$ cat src/rtl/baud_search_pkg.sv
package baud_search_pkg;

    localparam int PRESC_W   = 4;
    localparam int CODE_LAST = 11;
    localparam int RATIO_W   = 9;

    typedef enum logic [2:0] {
        S_IDLE,
        S_RANGE,
        S_PRE_GO,
        S_PRE_WAIT,
        S_DIV_GO,
        S_DIV_WAIT,
        S_EVAL,
        S_REPORT
    } bs_state_t;

    // Divide ratio selected by each prescaler code.
    function automatic logic [RATIO_W-1:0] presc_ratio(input logic [PRESC_W-1:0] code);
        logic [RATIO_W-1:0] r;
        case (code)
            4'd0:    r = 9'd1;
            4'd1:    r = 9'd2;
            4'd2:    r = 9'd4;
            4'd3:    r = 9'd6;
            4'd4:    r = 9'd8;
            4'd5:    r = 9'd10;
            4'd6:    r = 9'd12;
            4'd7:    r = 9'd16;
            4'd8:    r = 9'd32;
            4'd9:    r = 9'd64;
            4'd10:   r = 9'd128;
            default: r = 9'd256;
        endcase
        return r;
    endfunction

endpackage

$ cat src/rtl/baud_div_seq.sv
module baud_div_seq #(
    parameter int NW = 33,
    parameter int DW = 32
) (
    input  logic          clk,
    input  logic          rst_n,
    input  logic          start,
    input  logic [NW-1:0] num,
    input  logic [DW-1:0] den,
    output logic          busy,
    output logic          done,
    output logic [NW-1:0] quo
);
    localparam int CW = $clog2(NW + 1);
    localparam int PW = NW + DW;

    logic [DW:0]   rem_q;
    logic [DW-1:0] den_q;
    logic [NW-1:0] num_q;
    logic [CW-1:0] cnt_q;
    logic [DW:0]   trial;

    assign busy  = (cnt_q != '0);
    assign trial = {rem_q[DW-1:0], quo[NW-1]};

    always_ff @(posedge clk or negedge rst_n) begin
        if (!rst_n) begin
            rem_q <= '0;
            den_q <= '0;
            num_q <= '0;
            quo   <= '0;
            cnt_q <= '0;
            done  <= 1'b0;
        end else if (start) begin
            rem_q <= '0;
            den_q <= den;
            num_q <= num;
            quo   <= num;
            cnt_q <= CW'(NW);
            done  <= 1'b0;
        end else if (busy) begin
            if (trial >= {1'b0, den_q}) begin
                rem_q <= trial - {1'b0, den_q};
                quo   <= {quo[NW-2:0], 1'b1};
            end else begin
                rem_q <= trial;
                quo   <= {quo[NW-2:0], 1'b0};
            end
            cnt_q <= cnt_q - 1'b1;
            done  <= (cnt_q == CW'(1));
        end else begin
            done <= 1'b0;
        end
    end

    // quotient and remainder reproduce the operands at completion
    p_div_exact_r3: assert property (@(posedge clk) disable iff (!rst_n)
        done |-> ((PW'(quo) * PW'(den_q) + PW'(rem_q)) == PW'(num_q)) && (rem_q < {1'b0, den_q}));

    // divider completion is a single-cycle strobe
    p_div_pulse_r9: assert property (@(posedge clk) disable iff (!rst_n)
        done |=> !done);

endmodule

$ cat src/rtl/baud_pack.sv
module baud_pack #(
    parameter int NW = 33,
    parameter int BW = 16
) (
    input  logic [NW-1:0] divv,
    output logic          over8,
    output logic [BW-1:0] packed_lo,
    output logic          fits
);
    localparam int FW = NW + 4;

    logic [NW-1:0] mant;
    logic [3:0]    frac;
    logic [FW-1:0] full;

    always_comb begin
        over8 = (divv < NW'(16));
        if (over8) begin
            mant = divv >> 3;
            frac = {1'b0, divv[2:0]};
        end else begin
            mant = divv >> 4;
            frac = divv[3:0];
        end
        full      = {mant, 4'b0000} | FW'(frac);
        packed_lo = full[BW-1:0];
        fits      = ((full >> BW) == '0);
    end

endmodule

$ cat src/rtl/baud_search.sv
module baud_search
    import baud_search_pkg::*;
#(
    parameter int DATA_W = 32,
    parameter int BRR_W  = 16
) (
    input  logic                clk,
    input  logic                rst_n,
    input  logic                start,
    input  logic [DATA_W-1:0]   clk_hz,
    input  logic [DATA_W-1:0]   baud,
    input  logic                presc_en,
    output logic                done,
    output logic                err,
    output logic [PRESC_W-1:0]  presc_code,
    output logic                over8,
    output logic [BRR_W-1:0]    brr,
    output logic [DATA_W-1:0]   clk_pres
);
    localparam int NUM_W = DATA_W + 1;
    localparam int RNG_W = DATA_W + 3;

    bs_state_t state_q, state_n;

    logic [DATA_W-1:0]  clk_q, baud_q, cpres_q;
    logic               pen_q;
    logic [PRESC_W-1:0] code_q;
    logic [NUM_W-1:0]   divv_q;

    logic               dv_start, dv_busy, dv_done;
    logic [NUM_W-1:0]   dv_num, dv_quo;
    logic [DATA_W-1:0]  dv_den;
    logic [RATIO_W-1:0] ratio;

    logic               pk_over8, pk_fits;
    logic [BRR_W-1:0]   pk_word;
    logic               too_fast, last_code, stop_search;

    assign ratio       = presc_ratio(code_q);
    assign too_fast    = ((RNG_W'(baud_q) << 3) > RNG_W'(clk_q));
    assign last_code   = (code_q == PRESC_W'(CODE_LAST));
    assign stop_search = pk_fits || !pen_q || last_code;

    // Shared divider operand selection
    always_comb begin
        dv_start = (state_q == S_PRE_GO) || (state_q == S_DIV_GO);
        if (state_q == S_PRE_GO) begin
            dv_num = NUM_W'(clk_q) + NUM_W'(ratio >> 1);
            dv_den = DATA_W'(ratio);
        end else begin
            dv_num = NUM_W'(cpres_q) + NUM_W'(baud_q >> 1);
            dv_den = baud_q;
        end
    end

    baud_div_seq #(.NW(NUM_W), .DW(DATA_W)) u_div (
        .clk   (clk),
        .rst_n (rst_n),
        .start (dv_start),
        .num   (dv_num),
        .den   (dv_den),
        .busy  (dv_busy),
        .done  (dv_done),
        .quo   (dv_quo)
    );

    baud_pack #(.NW(NUM_W), .BW(BRR_W)) u_pack (
        .divv      (divv_q),
        .over8     (pk_over8),
        .packed_lo (pk_word),
        .fits      (pk_fits)
    );

    // Next-state logic
    always_comb begin
        state_n = state_q;
        unique case (state_q)
            S_IDLE:     if (start) state_n = (baud == '0) ? S_REPORT : S_RANGE;
            S_RANGE:    state_n = too_fast ? S_REPORT : S_PRE_GO;
            S_PRE_GO:   state_n = S_PRE_WAIT;
            S_PRE_WAIT: if (dv_done) state_n = S_DIV_GO;
            S_DIV_GO:   state_n = S_DIV_WAIT;
            S_DIV_WAIT: if (dv_done) state_n = S_EVAL;
            S_EVAL:     state_n = stop_search ? S_REPORT : S_PRE_GO;
            S_REPORT:   state_n = S_IDLE;
            default:    state_n = S_IDLE;
        endcase
    end

    // State register
    always_ff @(posedge clk or negedge rst_n) begin
        if (!rst_n) state_q <= S_IDLE;
        else        state_q <= state_n;
    end

    // Request capture and search datapath
    always_ff @(posedge clk or negedge rst_n) begin
        if (!rst_n) begin
            clk_q   <= '0;
            baud_q  <= '0;
            pen_q   <= 1'b0;
            code_q  <= '0;
            cpres_q <= '0;
            divv_q  <= '0;
        end else begin
            if (state_q == S_IDLE && start) begin
                clk_q  <= clk_hz;
                baud_q <= baud;
                pen_q  <= presc_en;
                code_q <= '0;
            end
            if (state_q == S_PRE_WAIT && dv_done) cpres_q <= dv_quo[DATA_W-1:0];
            if (state_q == S_DIV_WAIT && dv_done) divv_q  <= dv_quo;
            if (state_q == S_EVAL && !stop_search) code_q <= code_q + 1'b1;
        end
    end

    // Outputs
    always_ff @(posedge clk or negedge rst_n) begin
        if (!rst_n) begin
            done       <= 1'b0;
            err        <= 1'b0;
            presc_code <= '0;
            over8      <= 1'b0;
            brr        <= '0;
            clk_pres   <= '0;
        end else begin
            done <= (state_n == S_REPORT);
            if (state_n == S_REPORT) begin
                if (state_q == S_EVAL) begin
                    err        <= !pk_fits;
                    presc_code <= code_q;
                    over8      <= pk_over8;
                    brr        <= pk_word;
                    clk_pres   <= cpres_q;
                end else begin
                    err        <= 1'b1;
                    presc_code <= '0;
                    over8      <= 1'b0;
                    brr        <= '0;
                    clk_pres   <= '0;
                end
            end
        end
    end

    // done is a single-cycle pulse
    p_done_pulse_r9: assert property (@(posedge clk) disable iff (!rst_n)
        done |=> !done);

    // results move only together with done
    p_hold_r9: assert property (@(posedge clk) disable iff (!rst_n)
        !done |-> $stable(brr) && $stable(presc_code) && $stable(err) && $stable(clk_pres));

    // reported code never passes the last table entry
    p_code_limit_r1: assert property (@(posedge clk) disable iff (!rst_n)
        presc_code <= PRESC_W'(CODE_LAST));

    // a new trial always follows the previous code by one
    p_code_step_r1: assert property (@(posedge clk) disable iff (!rst_n)
        (state_q == S_PRE_GO && $past(state_q) == S_EVAL) |-> (code_q == $past(code_q) + 1'b1));

    // 8x mode means a divisor of 8..15, so mantissa 1 and fraction below 8
    p_over8_shape_r4: assert property (@(posedge clk) disable iff (!rst_n)
        (done && over8) |-> (brr[BRR_W-1:4] == '0 + 1'b1) && !brr[3]);

    // without prescaler support only code 0 is ever reported
    p_noprescale_r7: assert property (@(posedge clk) disable iff (!rst_n)
        (done && !pen_q) |-> (presc_code == '0));

    // a start while busy leaves the captured request untouched
    p_busy_ignore_r10: assert property (@(posedge clk) disable iff (!rst_n)
        (state_q != S_IDLE && start) |=> $stable(clk_q) && $stable(baud_q));

endmodule

$ cat config.mk
export PLATFORM = sky130hd
export DESIGN_NAME = baud_search
export DESIGN_NICKNAME = d
export VERILOG_FILES = /design/src/rtl/baud_search_pkg.sv /design/src/rtl/baud_div_seq.sv /design/src/rtl/baud_pack.sv /design/src/rtl/baud_search.sv
export SDC_FILE = /design/constraint.sdc
export NUM_CORES = 1
export LEC_CHECK = 0
export BUFFER_PORTS_ARGS = -buffer_cell sky130_fd_sc_hd__buf_2
export CAP_MARGIN = 25
export CORE_MARGIN = 10
export CORE_UTILIZATION = 40
export DETAILED_ROUTE_END_ITERATION = 8
export PLACE_DENSITY = 0.56
export SLEW_MARGIN = 10
export SYNTH_ARGS = -nofsm -noshare
export SYNTH_HDL_FRONTEND = slang
export SYNTH_SLANG_ARGS = --single-unit
$ cat constraint.sdc
create_clock -name clk -period 3.3 [get_ports clk]
set_input_delay 0.66 -clock clk [delete_from_list [all_inputs] [get_ports clk]]
set_output_delay 0.66 -clock clk [all_outputs]
set_load 0.01 [all_outputs]
# Word-level counts from Yosys, hierarchy flattened
# Memory sizes are Yosys's and may differ from the RTL's.
# Cells that the tools add are included.
classes:
  bitwise: 1
  n_addsub: 5
  n_reduce_logical: 16
  eq_ne: 10
  magnitude_cmp: 3
  n_mux: 28
ops:
  columns: ["operator", "count"]
  rows:
  - ["two-way mux 32 bit", 5]
  - ["two-way mux 33 bit", 3]
  - ["logical NOT 37 bit", 1]
  - ["bitwise OR 37 x 4 -> 37 bit", 1]
  - ["greater-than comparator 35 x 32 -> 1 bit", 1]
  - ["adder 32 x 31 -> 33 bit", 1]
  - ["adder 32 x 8 -> 33 bit", 1]
  - ["greater-or-equal comparator 33 x 32 -> 1 bit", 1]
  - ["less-than comparator 33 x 5 -> 1 bit, second input constant", 1]
  - ["logical NOT 32 bit", 1]
  - ["subtractor 32 bit", 1]
  - ["two-way mux 30 bit", 1]
  - ["case mux 3 bit (8 select lines)", 1]
  - ["two-way mux 3 bit", 6]
  - ["two-way mux 16 bit", 1]
  - ["two-way mux 4 bit", 4]
  - ["equality test 3 bit, second input constant", 5]
  - ["two-way mux 6 bit", 2]
  - ["equality test 3 x 2 -> 1 bit, second input constant", 2]
  - ["equality test 6 x 1 -> 1 bit, second input constant", 1]
  - ["nonzero test 6 bit", 1]
  - ["subtractor 6 x 1 -> 6 bit, second input constant", 1]
  - ["two-way mux 1 bit", 5]
  - ["adder 4 x 1 -> 4 bit, second input constant", 1]
  - ["7 further kinds", 15]
word_totals:
  mem_count: 1
  in_bits: 68
  regBits: 296
  wordCells: 82
  romBits: 144
  output_inout_bits: 55
mem_list:
  columns: ["memory", "depth", "width", "rd", "rd_ports_with_merged_regs", "wr", "line", "source"]
  rows:
  - ["(no name shown)", 16, 9, 1, 0, 0, "baud_search_pkg.sv:21", "case (code)"]

# Logic depth before layout (Yosys ltp)
# Gate-level depths: netlist of the first run.
depth:
  word_depth: 9
  mapped_depth: 16
  depth_no_buf: 16

# Hierarchy
# A second synthesis of the first run with hierarchy kept.
hier_totals:
  cells_unflattened: 1927
  hier_area_um2: 18006.0
modules_own_cells:
  columns: ["module", "cells_per_inst", "instances", "area_each_um2", "seq_area_each_um2"]
  rows:
  - ["baud_search", 1132, 1, 10959.3, 4804.6]
  - ["baud_div_seq", 764, 1, 6860.3, 2602.5]
  - ["baud_pack", 31, 1, 186.4, 0.0]

# Worst setup path before layout of the first run
# No wires, ideal clock.
synth_path:
  path_type: "flip-flop to flip-flop"
  startpoint: "reg code_q[0]"
  endpoint: "reg u_div.quo[29]"
  slack_ps: 279
  path_stages_with_launch: 14
  setup_time_ps: 126
  synth_period_minus_slack_ps: 3021
  t_arrival_ps: 2895
  path_cell_list: "dfrtp_1 inv_1 ha_1 mux2i_1 nor2_1 ha_1 a21o_1 a21o_1 a2111oi_0 o21bai_1 a21oi_2 nor4_1 xnor2_1 a221o_1"
synth_via:
  elab_chain_len: 4
synth_rtl:
  columns: ["item", "line", "source"]
  rows:
  - ["from (decl)", "baud_search.sv:27", "logic [PRESC_W-1:0] code_q;"]
  - ["from (signal assigned)", "baud_search.sv:114", "if (state_q == S_EVAL && !stop_search) code_q <= code_q + 1'b1;"]
  - ["memory read (16 x 9 bit)", null, null]
  - ["adder 32 x 8 -> 33 bit", "baud_search.sv:48", "dv_num = NUM_W'(clk_q) + NUM_W'(ratio >> 1);"]
  - ["two-way mux 33 bit", "baud_search.sv:47", "if (state_q == S_PRE_GO) begin"]
  - ["two-way mux 33 bit", "baud_div_seq.sv:34", "end else if (start) begin"]
  - ["to (signal assigned)", "baud_div_seq.sv:38", "quo <= num;"]
  - ["to (signal assigned)", "baud_div_seq.sv:44", "quo <= {quo[NW-2:0], 1'b1};"]
  - ["to (signal assigned)", "baud_div_seq.sv:47", "quo <= {quo[NW-2:0], 1'b0};"]
  - ["to (decl)", "baud_div_seq.sv:12", "output logic [NW-1:0] quo"]
# Every way passes these cells.
# A chain may end at the register's enable or synchronous reset.

# Final worst setup path of the first run
layout_path:
  startpoint: "reg code_q[0]"
  endpoint: "reg u_div.quo[15]"
# Same word-level chain as after synthesis.

==> metrics.txt, run 1 <==
Clk Latency, worst-skew pair about 540 ps; Synth top area share 43.1%; vias in the first global route 14281; total power 7.74 mW; Final Util 47.7%; Leakage 10.0 nW; CP Class reg -> reg; buffers added on ports 122; Yosys cell types 80; Final setup viols 0; CP required approximately 3800 ps; Worst-Margin Slew 714 ps; largest family of logic cells by synthesized area compound AO/OA/AOI/OAI gates; Worst setup SP type flip-flop; Comb power frac 2.0%; Die Span Y 227 um; Compound-Gate Fraction of Synth Area 18.0%; post-synthesis average cell area approximately 10 sq um; max-cap violations 0; DRC errors left 0; DRT Pass-1 Iters 6; fin crit period between 3000 and 4000 ps; register area share after synthesis roughly 43%; portion of netlist area occupied by mux cells 9.58%; initial antenna violation count 0; first-pass GRT wire length 83400 um; synth warn 0; switching share of power 21.2%; Clock power frac about 50%; gr usage total 20.9%; dpl ws -30.0 ps; Syn Std Cell Area about 17000 sq um; H-tree depth 2; Power Density 384 nW/um^2; Primary FF master, synth dfrtp_1; CP Max Fanout 9; Die Area 51600 sq um; diode count 0; root buf cell clkbuf_16; most common cell after layout, fill and taps aside dfrtp_1; flops & latches, synth 296; Critical Path AT 3640 ps; element type at the critical path end flip-flop; Initial Util 40.7%; internal power around 6.1 mW; CTS tree yes; ys async rst share 100%; Synth area leaders dfrtp_1 43%, mux2_2 8.5%, ha_1 8.0%; hold_buf cts 0; EDFF count, synth 0; outcome completed; final instance area 20200 sq um; final worst setup slack 131 ps; most frequent cells in the layout 294 x dfrtp_1, 159 x nand2_1, 130 x mux2_2; Die Span X 227 um; vias per std cell about 5.8; Final Hold Fails 0; Slew HR 52.4%; vias between 10000 and 15000; Min-Delay Path Class in -> async; synthesis-to-layout area growth 17.3%; grt ovf 0; clock-pin slew on the worst setup and hold paths 60 ps; io pins 123; Nets 2079; FILL cells 4006; GPL Wtd Cong 0.964; Total Wirelength ~54000 um; NetSw 1.64 mW; clk_skew 15.3 ps; FMAX roughly 320 MHz; largest net degree at the start of global routing 81; XOR/XNOR Fraction of Synth Area ~3.8%; HPWL after detailed placement 40900 um; Placement Rows 75; part of the power in registers a little under half; Mapped Nets roughly 1900; placed inst area roughly 19000 sq um; Tcrit/Tclk final 96.0%; fraction of layout cells with a size suffix above 1 22.8%; CTS Buffer Depth 3; post-synth top area cell dfrtp_1; post-synthesis adder-cell area fraction ~8.4%; post-synthesis simple-gate area fraction 12.7%; Final ANT Viol Nets 0; core area 42200 sq um; clk sink count 296; Gate Count Post-Synth ~1700; Num CTS Buffers 36; DR iter-0 viols 1112; peak supply drop 397 uV; Final Max Slew Viols 0; routed length per instance 21.9 um
-- synth_stat cells, types with 4 or more instances --
master and count:
o21bai_1 6, o21ai_1 10, o211ai_1 12, and3_1 19, nand2b_1 10, and2_1 9, nand3_1 48, a21boi_0 6
nand4_1 20, o31ai_1 6, nor4_1 24, ha_1 110, inv_1 95, a31oi_1 19, mux2i_1 17, a32oi_1 8
or2_2 5, o22ai_1 4, and4_1 4, buf_6 9, nor2_1 82, xnor2_1 51, a21oi_1 116, a211oi_1 23
nand2_1 160, a21o_1 28, or3_1 7, buf_1 7, buf_2 7, a22o_1 57, xor2_1 24, nor3_1 29
nor2b_1 18, mux2_2 130, clkbuf_1 51, a32o_1 4, o21a_1 8, o21ai_0 112, a221oi_1 5, dfrtp_1 296
a22oi_1 8
-- state kept, by name, indices dropped and copies added, names as in the netlist --
name / flops
clk_pres: 32
divv_q: 33
presc_code: 4
clk_q: 32
code_q: 4
pen_q: 1
brr: 16
u_div.cnt_q: 6
u_div.done: 1
over8: 1
u_div.den_q: 32
cpres_q: 32
state_q: 3
done: 1
baud_q: 32
err: 1
u_div.quo: 33
u_div.rem_q: 32
-- area by class of cell --
| type | instances | area, sq um | share of cell area [%] |
|---|---|---|---|
| clock buffers | 51 | 1050 | 5.20 |
| clock inverters | 7 | 110 | 0.546 |
| well taps | 539 | 674 | 3.35 |
| flip-flops and latches | 296 | 7410 | 36.8 |
| multi-input cells | 1260 | 9190 | 45.6 |
| repair buffers | 206 | 1360 | 6.72 |
| inverters | 98 | 368 | 1.82 |
-- path summary, 6_finish.rpt --
path                       startpoint       endpoint  slack, ps  cells after the start
setup / recovery            code_q[0]  u_div.quo[15]        130                     15
hold / removal                  rst_n    clk_pres[0]        120                      1
setup reg to reg            code_q[0]  u_div.quo[15]        130                     15
hold reg to reg                brr[4]         brr[4]        490                      1
max in group asynchronous       rst_n      clk_q[24]       2300                      2
min in group clk           clk_hz[26]      clk_q[26]        350                      2
-- power by group through the flow --
stage	sequential, mW	clock [mW]	combinational, mW
after floorplan	3.70	0	0.00301
after global placement	3.70	0	0.155
after detailed placement	3.70	0	0.157
after CTS	3.63	4.05	0.157
after global routing	3.63	4.21	0.170
final	3.63	3.96	0.151
-- through the flow --
step | hold slack (ps) | cells | setup TNS, ps
6_report | 117 | 2457 | 0
5_1_grt | 152 | 2457 | -89.5
4_1_cts | 131 | 2455 | 0
3_5_place_dp | 474 | 2397 | -102
3_3_place_gp | 466 | 2397 | 0
2_1_floorplan | 364 | 1731 | 0
-- layer usage --
metal	GRT usage, %	share of wire (%)	up-vias
met3	4.85	7.1	71
li1	-	-	6641
met2	33.1	45	431
met1	28.4	46	7009
met5	0	0	-
met4	5.22	2.1	0
-- logic make-up (layout without fill, tap and decap cells) --
| logic type | count (synthesis) | after routing |
|---|---|---|
| and+or+nand+nor | 452 | 452 |
| muxes | 148 | 148 |
| xor gates and xnor gates | 75 | 75 |
| adders and majority gates | 113 | 113 |
| buffers and inverters | 175 | 362 |
| AOI/OAI and AO/OA | 472 | 472 |
| DFF | 296 | 296 |
-- what timing repair did --
action | 4_1_cts | 5_1_grt
pin swaps | 0 | 6
gates resized for setup | 3 | 31
endpoints found under the setup margin | 6 | 33
setup buffers | 0 | 2
-- critical path, cell delays in order (launching register included) --
cell and delay (ps):
dfrtp_2 400, inv_1 80, ha_1 210, mux2i_1 220
nor2_2 90, ha_1 290, a21o_1 160, a21o_1 230
a2111oi_4 340, o21bai_2 140, a21oi_2 190, buf_12 140
nor2_1 70, xnor2_1 270, o22ai_1 120, o21ai_0 140
Power figures use the tool's default switching activity.
==> run 2, diff against run 1 <==
--- a/config.mk
+++ b/config.mk
@@ -11,7 +11,7 @@
 export CORE_UTILIZATION = 40
 export DETAILED_ROUTE_END_ITERATION = 8
 export PLACE_DENSITY = 0.56
-export SLEW_MARGIN = 10
+export SLEW_MARGIN = 40
 export SYNTH_ARGS = -nofsm -noshare
 export SYNTH_HDL_FRONTEND = slang
 export SYNTH_SLANG_ARGS = --single-unit
==> constraint.sdc (replaced) <==
create_clock -name clk -period 3.3 [get_ports clk]
set_input_delay 0.825 -clock clk [delete_from_list [all_inputs] [get_ports clk]]
set_output_delay 0.825 -clock clk [all_outputs]
set_load 0.01 [all_outputs]
==> run 2 against run 1 <==
  * Final area up 0.22%
  * Combinational power shrank 5%
  * Core utilization grew 0.10 points
  * Hold slack gained 80 ps
  * Via count shrank 2.4%
==> metrics.txt, run 2 (synthesis results as in run 1) <==
Final Hold Fails 0; H-tree depth 2; FF-to-FF setup slack 130 ps; NetSw between 1.5 and 2 mW; synthesis-to-layout area growth 17.6%; FILL cells ~4100; Power Density 380 nW/um^2; Leakage 10.0 nW; HPWL after detailed placement 41400 um; CP Class reg -> reg; Die Area 51600 sq um; routed length per instance roughly 22 um; most frequent cells in the layout 296 x dfrtp_1, 159 x nand2_1, 130 x mux2_2; final instance area between 20000 and 25000 sq um; Slew HR 42.6%; CTS Buffer Depth 3; part of the power in registers 47.3%; Num CTS Buffers 35; diode count 0; core area approximately 42000 sq um; total power 7.67 mW; Setup TNS Final 0 ps; internal power ~6.0 mW; worst reg2reg startpoint code_q[1]; Final Util 47.8%; initial antenna violation count 1; RSZ-0062 raised after global routing true; Worst-Margin Slew 858 ps; gr usage total between 20% and 30%; grt ovf 0; DRT Pass-1 Iters 5; biggest regs divv_q: 33 flops, u_div.quo: 33 flops; Final ANT Viol Nets 0; CP Max Fanout 9; Total Wirelength 54000 um; vias in the first global route 14111; switching share of power 22.3%; hold slack between 150 and 200 ps; max-cap violations 0; Post-Place Cells 2396; Tcrit/Tclk final between 90% and 100%; first-pass GRT wire length 83600 um; Clk Latency, worst-skew pair 560 ps; GPL Wtd Cong 0.964; Critical Path AT approximately 3600 ps; dpl ws -146 ps; placed inst area 18900 sq um; largest net degree at the start of global routing 66; Die Span Y about 230 um; post-route insts no fill between 2000 and 2500; Placement Rows 75; fin crit period 3170 ps; hold_buf cts 0; peak supply drop around 310 uV; element type at the critical path end flip-flop; Initial Util 40.7%; Comb power frac 1.9%; fraction of layout cells with a size suffix above 1 23.1%; Nets roughly 2100; outcome completed; DR iter-0 viols 962; clock-pin slew on the worst setup and hold paths around 60 ps; Min-Delay Path Class in -> async; clk_skew 22.6 ps; crit path from code_q[1]; io pins 123; Worst R2R Path Depth 14; FF-to-FF End u_div.quo[29]; buffers added on ports 122; clk sink count 296; vias between 10000 and 15000; Worst setup SP type flip-flop; FMAX 316 MHz; vias per std cell around 5.6; final worst setup slack ~130 ps; Final Max Slew Viols 0; Clock power frac 50.8%; DRC errors left 0; root buf cell clkbuf_16; Final setup viols 0; CP endpoint u_div.quo[29]; CTS tree yes; Die Span X ~230 um; CP required ~3700 ps; most common cell after layout, fill and taps aside dfrtp_1
-- run 2: cell types whose count changed in the layout (fill, tap and decap cells not counted), sizes merged --
cell	before	now
inv	97	104
clkinvlp	0	3
clkbuf	51	42
-- run 2: metal layers --
| layer | part of all wire [%] | vias to the layer above | wire, um | global-route usage (%) |
|---|---|---|---|---|
| li1 | - | 6647 | - | - |
| met1 | 47 | 6755 | 25200 | 29.3 |
| met2 | 45 | 342 | 24400 | 33.0 |
| met3 | 6.2 | 64 | 3340 | 3.89 |
| met4 | 2.0 | 0 | 1070 | 5.37 |
| met5 | 0 | - | 0 | 0 |
-- run 2: power by group through the flow --
stage	logic (mW)	registers (mW)	clock network (mW)
floorplan	0.00301	3.70	0
global placement	0.148	3.70	0
detailed placement	0.150	3.70	0
CTS	0.150	3.63	3.99
global route	0.163	3.63	4.15
finish	0.143	3.63	3.90
-- run 2: timing repair --
action                     CTS  global route
setup buffers                0             3
pin swaps                    0            12
gates cloned                 0             0
resized for setup            2            35
setup endpoints to repair    5            51
-- run 2: layout make-up --
cell class / instances / area (sq um) / share of cell area, %
Multi-Input combinational cell: 1260 / 9230 / 45.7
Clock buffer: 42 / 942 / 4.66
Timing Repair Buffer: 206 / 1390 / 6.87
Sequential cell: 296 / 7410 / 36.7
Clock inverter: 17 / 194 / 0.960
Inverter: 98 / 368 / 1.82
Tap cell: 539 / 674 / 3.34
-- run 2: how the worst min path moves through the flow --
stage                     startpoint         end  slack (ps)  cells past startpoint
final                          rst_n      brr[7]         200                      1
after global routing           rst_n      brr[7]         230                      1
after CTS                      rst_n      brr[7]         210                      1
after detailed placement   divv_q[0]      brr[0]         480                      1
after global placement        brr[4]      brr[4]         470                      1
after floorplan           divv_q[32]  divv_q[32]         450                      2
-- run 2: worst max-delay path, stage by stage, from the launching register on --
cell	delay [ps]
dfrtp_1	410
buf_4	150
ha_1	210
inv_1	90
ha_1	150
nor2b_4	180
ha_4	220
a21o_1	240
a2111oi_4	370
o21bai_2	120
a21oi_2	180
buf_12	150
nor4_1	50
xnor2_1	170
a221o_1	350
==> run 3, diff against run 2 <==
--- a/config.mk
+++ b/config.mk
@@ -7,10 +7,12 @@
 export LEC_CHECK = 0
 export BUFFER_PORTS_ARGS = -buffer_cell sky130_fd_sc_hd__buf_2
 export CAP_MARGIN = 25
+export CELL_PAD_IN_SITES_DETAIL_PLACEMENT = 1
+export CELL_PAD_IN_SITES_GLOBAL_PLACEMENT = 2
 export CORE_MARGIN = 10
 export CORE_UTILIZATION = 40
 export DETAILED_ROUTE_END_ITERATION = 8
-export PLACE_DENSITY = 0.56
+export PLACE_DENSITY = 0.8
 export SLEW_MARGIN = 40
 export SYNTH_ARGS = -nofsm -noshare
 export SYNTH_HDL_FRONTEND = slang
==> run 3 against run 2 <==
  * Die area stayed put
  * Critical path type unchanged
  * Global-route usage increased by 1.6 points
  * Clock-buffer cell count grew 9
  * Critical path depth up 1
  * Cell count up 0.98%
  * Setup slack worse by 100 ps
  * Register-to-register slack lost 100 ps
  * Core utilization up 0.30 points
  * Largest cell class unchanged
  * Clock skew rose by 1.2 ps
  * Final area rose by 0.63%
  * Via count rose by 3.7%
==> metrics.txt, run 3 (synthesis results as in run 1) <==
fraction of layout cells with a size suffix above 1 23.9%; DRT Pass-1 Iters 5; Critical Path AT 3720 ps; first-pass GRT wire length 90400 um; slowest stage cell, crit path dfrtp_1; Tcrit/Tclk final 99.1%; FMAX between 300 and 400 MHz; Worst-Margin Slew 710 ps; core area 42200 sq um; largest net degree at the start of global routing 78; dpl ws -287 ps; CTS tree yes; vias in the first global route 15429; CP delay by family, top compound AO/OA/AOI/OAI gates; element type at the critical path end flip-flop; CTS Buffer Depth 3; peak supply drop 280 uV; part of the power in registers between 40% and 50%; Slew HR 52.7%; gr usage total 22.6%; register area between 7000 and 8000 sq um; CP Class reg -> reg; Leakage 10.1 nW; clock-pin slew on the worst setup and hold paths 60 ps; diode count 0; Final setup viols 0; most frequent cells in the layout 295 x dfrtp_1, 159 x nand2_1, 130 x mux2_2; placed inst area 18900 sq um; Clk Latency, worst-skew pair 560 ps; hold_buf cts 0; Comb power frac 2.1%; hold slack roughly 280 ps; DR iter-0 viols around 920; final instance area 20300 sq um; Clock power frac 50.9%; Die Span X 227 um; final worst setup slack 30.0 ps; Min-Delay Path Class in -> async; biggest regs divv_q: 33 flops, u_div.quo: 33 flops; DRC errors left 0; Worst R2R Path Depth 15; CP cell instances ha_1, inv_1, ha_1, nor2b_2, ha_1, nor2b_1, o21ai_1, a21boi_1, o21ai_2, a21o_4, nor3_4, buf_4, xnor2_2, nand2_1, a22o_1; H-tree depth 2; most common cell after layout, fill and taps aside dfrtp_1; Multi-input gate area 9230 sq um; Power Density 380 nW/um^2; buffers added on ports about 120; initial antenna violation count 0; Final Max Slew Viols 0; io pins between 100 and 150; vias per std cell 5.77; Die Area 51600 sq um; internal power 5.99 mW; CP required 3750 ps; outcome completed; Placement Rows 75; switching share of power 22.3%; worst path bufs/invs 2; root buf cell clkbuf_16; routed length per instance 23.4 um; FILL cells roughly 4700; Initial Util 40.7%; Total Wirelength 58100 um; synthesis-to-layout area growth 18.3%; Worst setup SP type flip-flop; Num CTS Buffers 36; vias roughly 14000; clk sink count 296; NetSw 1.72 mW; CP Max Fanout 5; GPL Wtd Cong 0.890; most used cell, CP ha_1; CP Depth 15; Nets 2098; fin crit period roughly 3300 ps; max incr delay on CP between 400 and 500 ps; Final ANT Viol Nets 0; Final Hold Fails 0; grt ovf 0; clk_skew between 20 and 25 ps; Die Span Y 227 um; HPWL after detailed placement 43500 um; max-cap violations 0
==> run 3: cell types whose count changed in the layout (fill, tap and decap cells not counted), sizes merged <==
| cell | previous run | this run |
|---|---|---|
| clkinv | 5 | 7 |
| inv | 104 | 99 |
| clkbuf | 42 | 52 |
| buf | 206 | 224 |
| bufinv | 3 | 2 |
==> run 3: area by class of cell <==
| cell class | instances | share of cell area, % |
|---|---|---|
| clock buffers | 51 | 5.01 |
| multi-input cells | 1260 | 45.4 |
| flip-flops and latches | 296 | 36.4 |
| well taps | 539 | 3.32 |
| inverters | 98 | 1.81 |
| repair buffers | 225 | 7.37 |
| clock inverters | 13 | 0.659 |
==> run 3: per-layer routing <==
metal	global-route usage [%]	wire (um)
met1	30.4	26900
met2	37.7	27500
met3	3.55	2560
met4	4.97	1100
met5	0	0
==> run 3: worst reg2reg max path: cells and delay by family (launching register included) <==
family | cells | cell delay, ps
and+or+nand+nor | 4 | 720
AOI/OAI and AO/OA | 5 | 860
DFF | 1 | 420
buffers and inverters | 2 | 270
xor gates and xnor gates | 1 | 100
adders and majority gates | 3 | 790
==> run 3: worst paths after layout <==
check / from / endpoint / slack (ps)
setup / recovery: code_q[1] / u_div.quo[22] / 30
hold / removal: rst_n / cpres_q[12] / 280
setup reg to reg: code_q[1] / u_div.quo[22] / 30
hold reg to reg: clk_pres[17] / clk_pres[17] / 500
max in group asynchronous: rst_n / clk_q[24] / 2120
min in group clk: clk_pres[17] / clk_pres[17] / 500
==> run 3: power by group through the flow <==
stage | Sequential (mW) | Combinational (mW) | Clock, mW
detailed placement | 3.70 | 0.164 | 0
finish | 3.63 | 0.159 | 3.93
global placement | 3.70 | 0.163 | 0
floorplan | 3.70 | 0.00301 | 0
CTS | 3.63 | 0.165 | 4.01
global route | 3.63 | 0.179 | 4.18
==> run 3: metrics by stage <==
step	power, mW	std cells	TNS, ps	util [%]
2_1_floorplan	3.70	1731	0	-
3_3_place_gp	3.86	2407	-13230	44.8
3_5_place_dp	3.86	2407	-14480	44.8
4_1_cts	7.81	2471	-28.7	47.6
5_1_grt	7.99	2482	-1420	48.1
6_report	7.71	2482	0	48.1
==> run 3: what timing repair did <==
item,CTS,global route
resized for setup,7,32
pin swaps,1,17
cloned,0,1
setup buffers,0,10
endpoints found under the setup margin,11,28
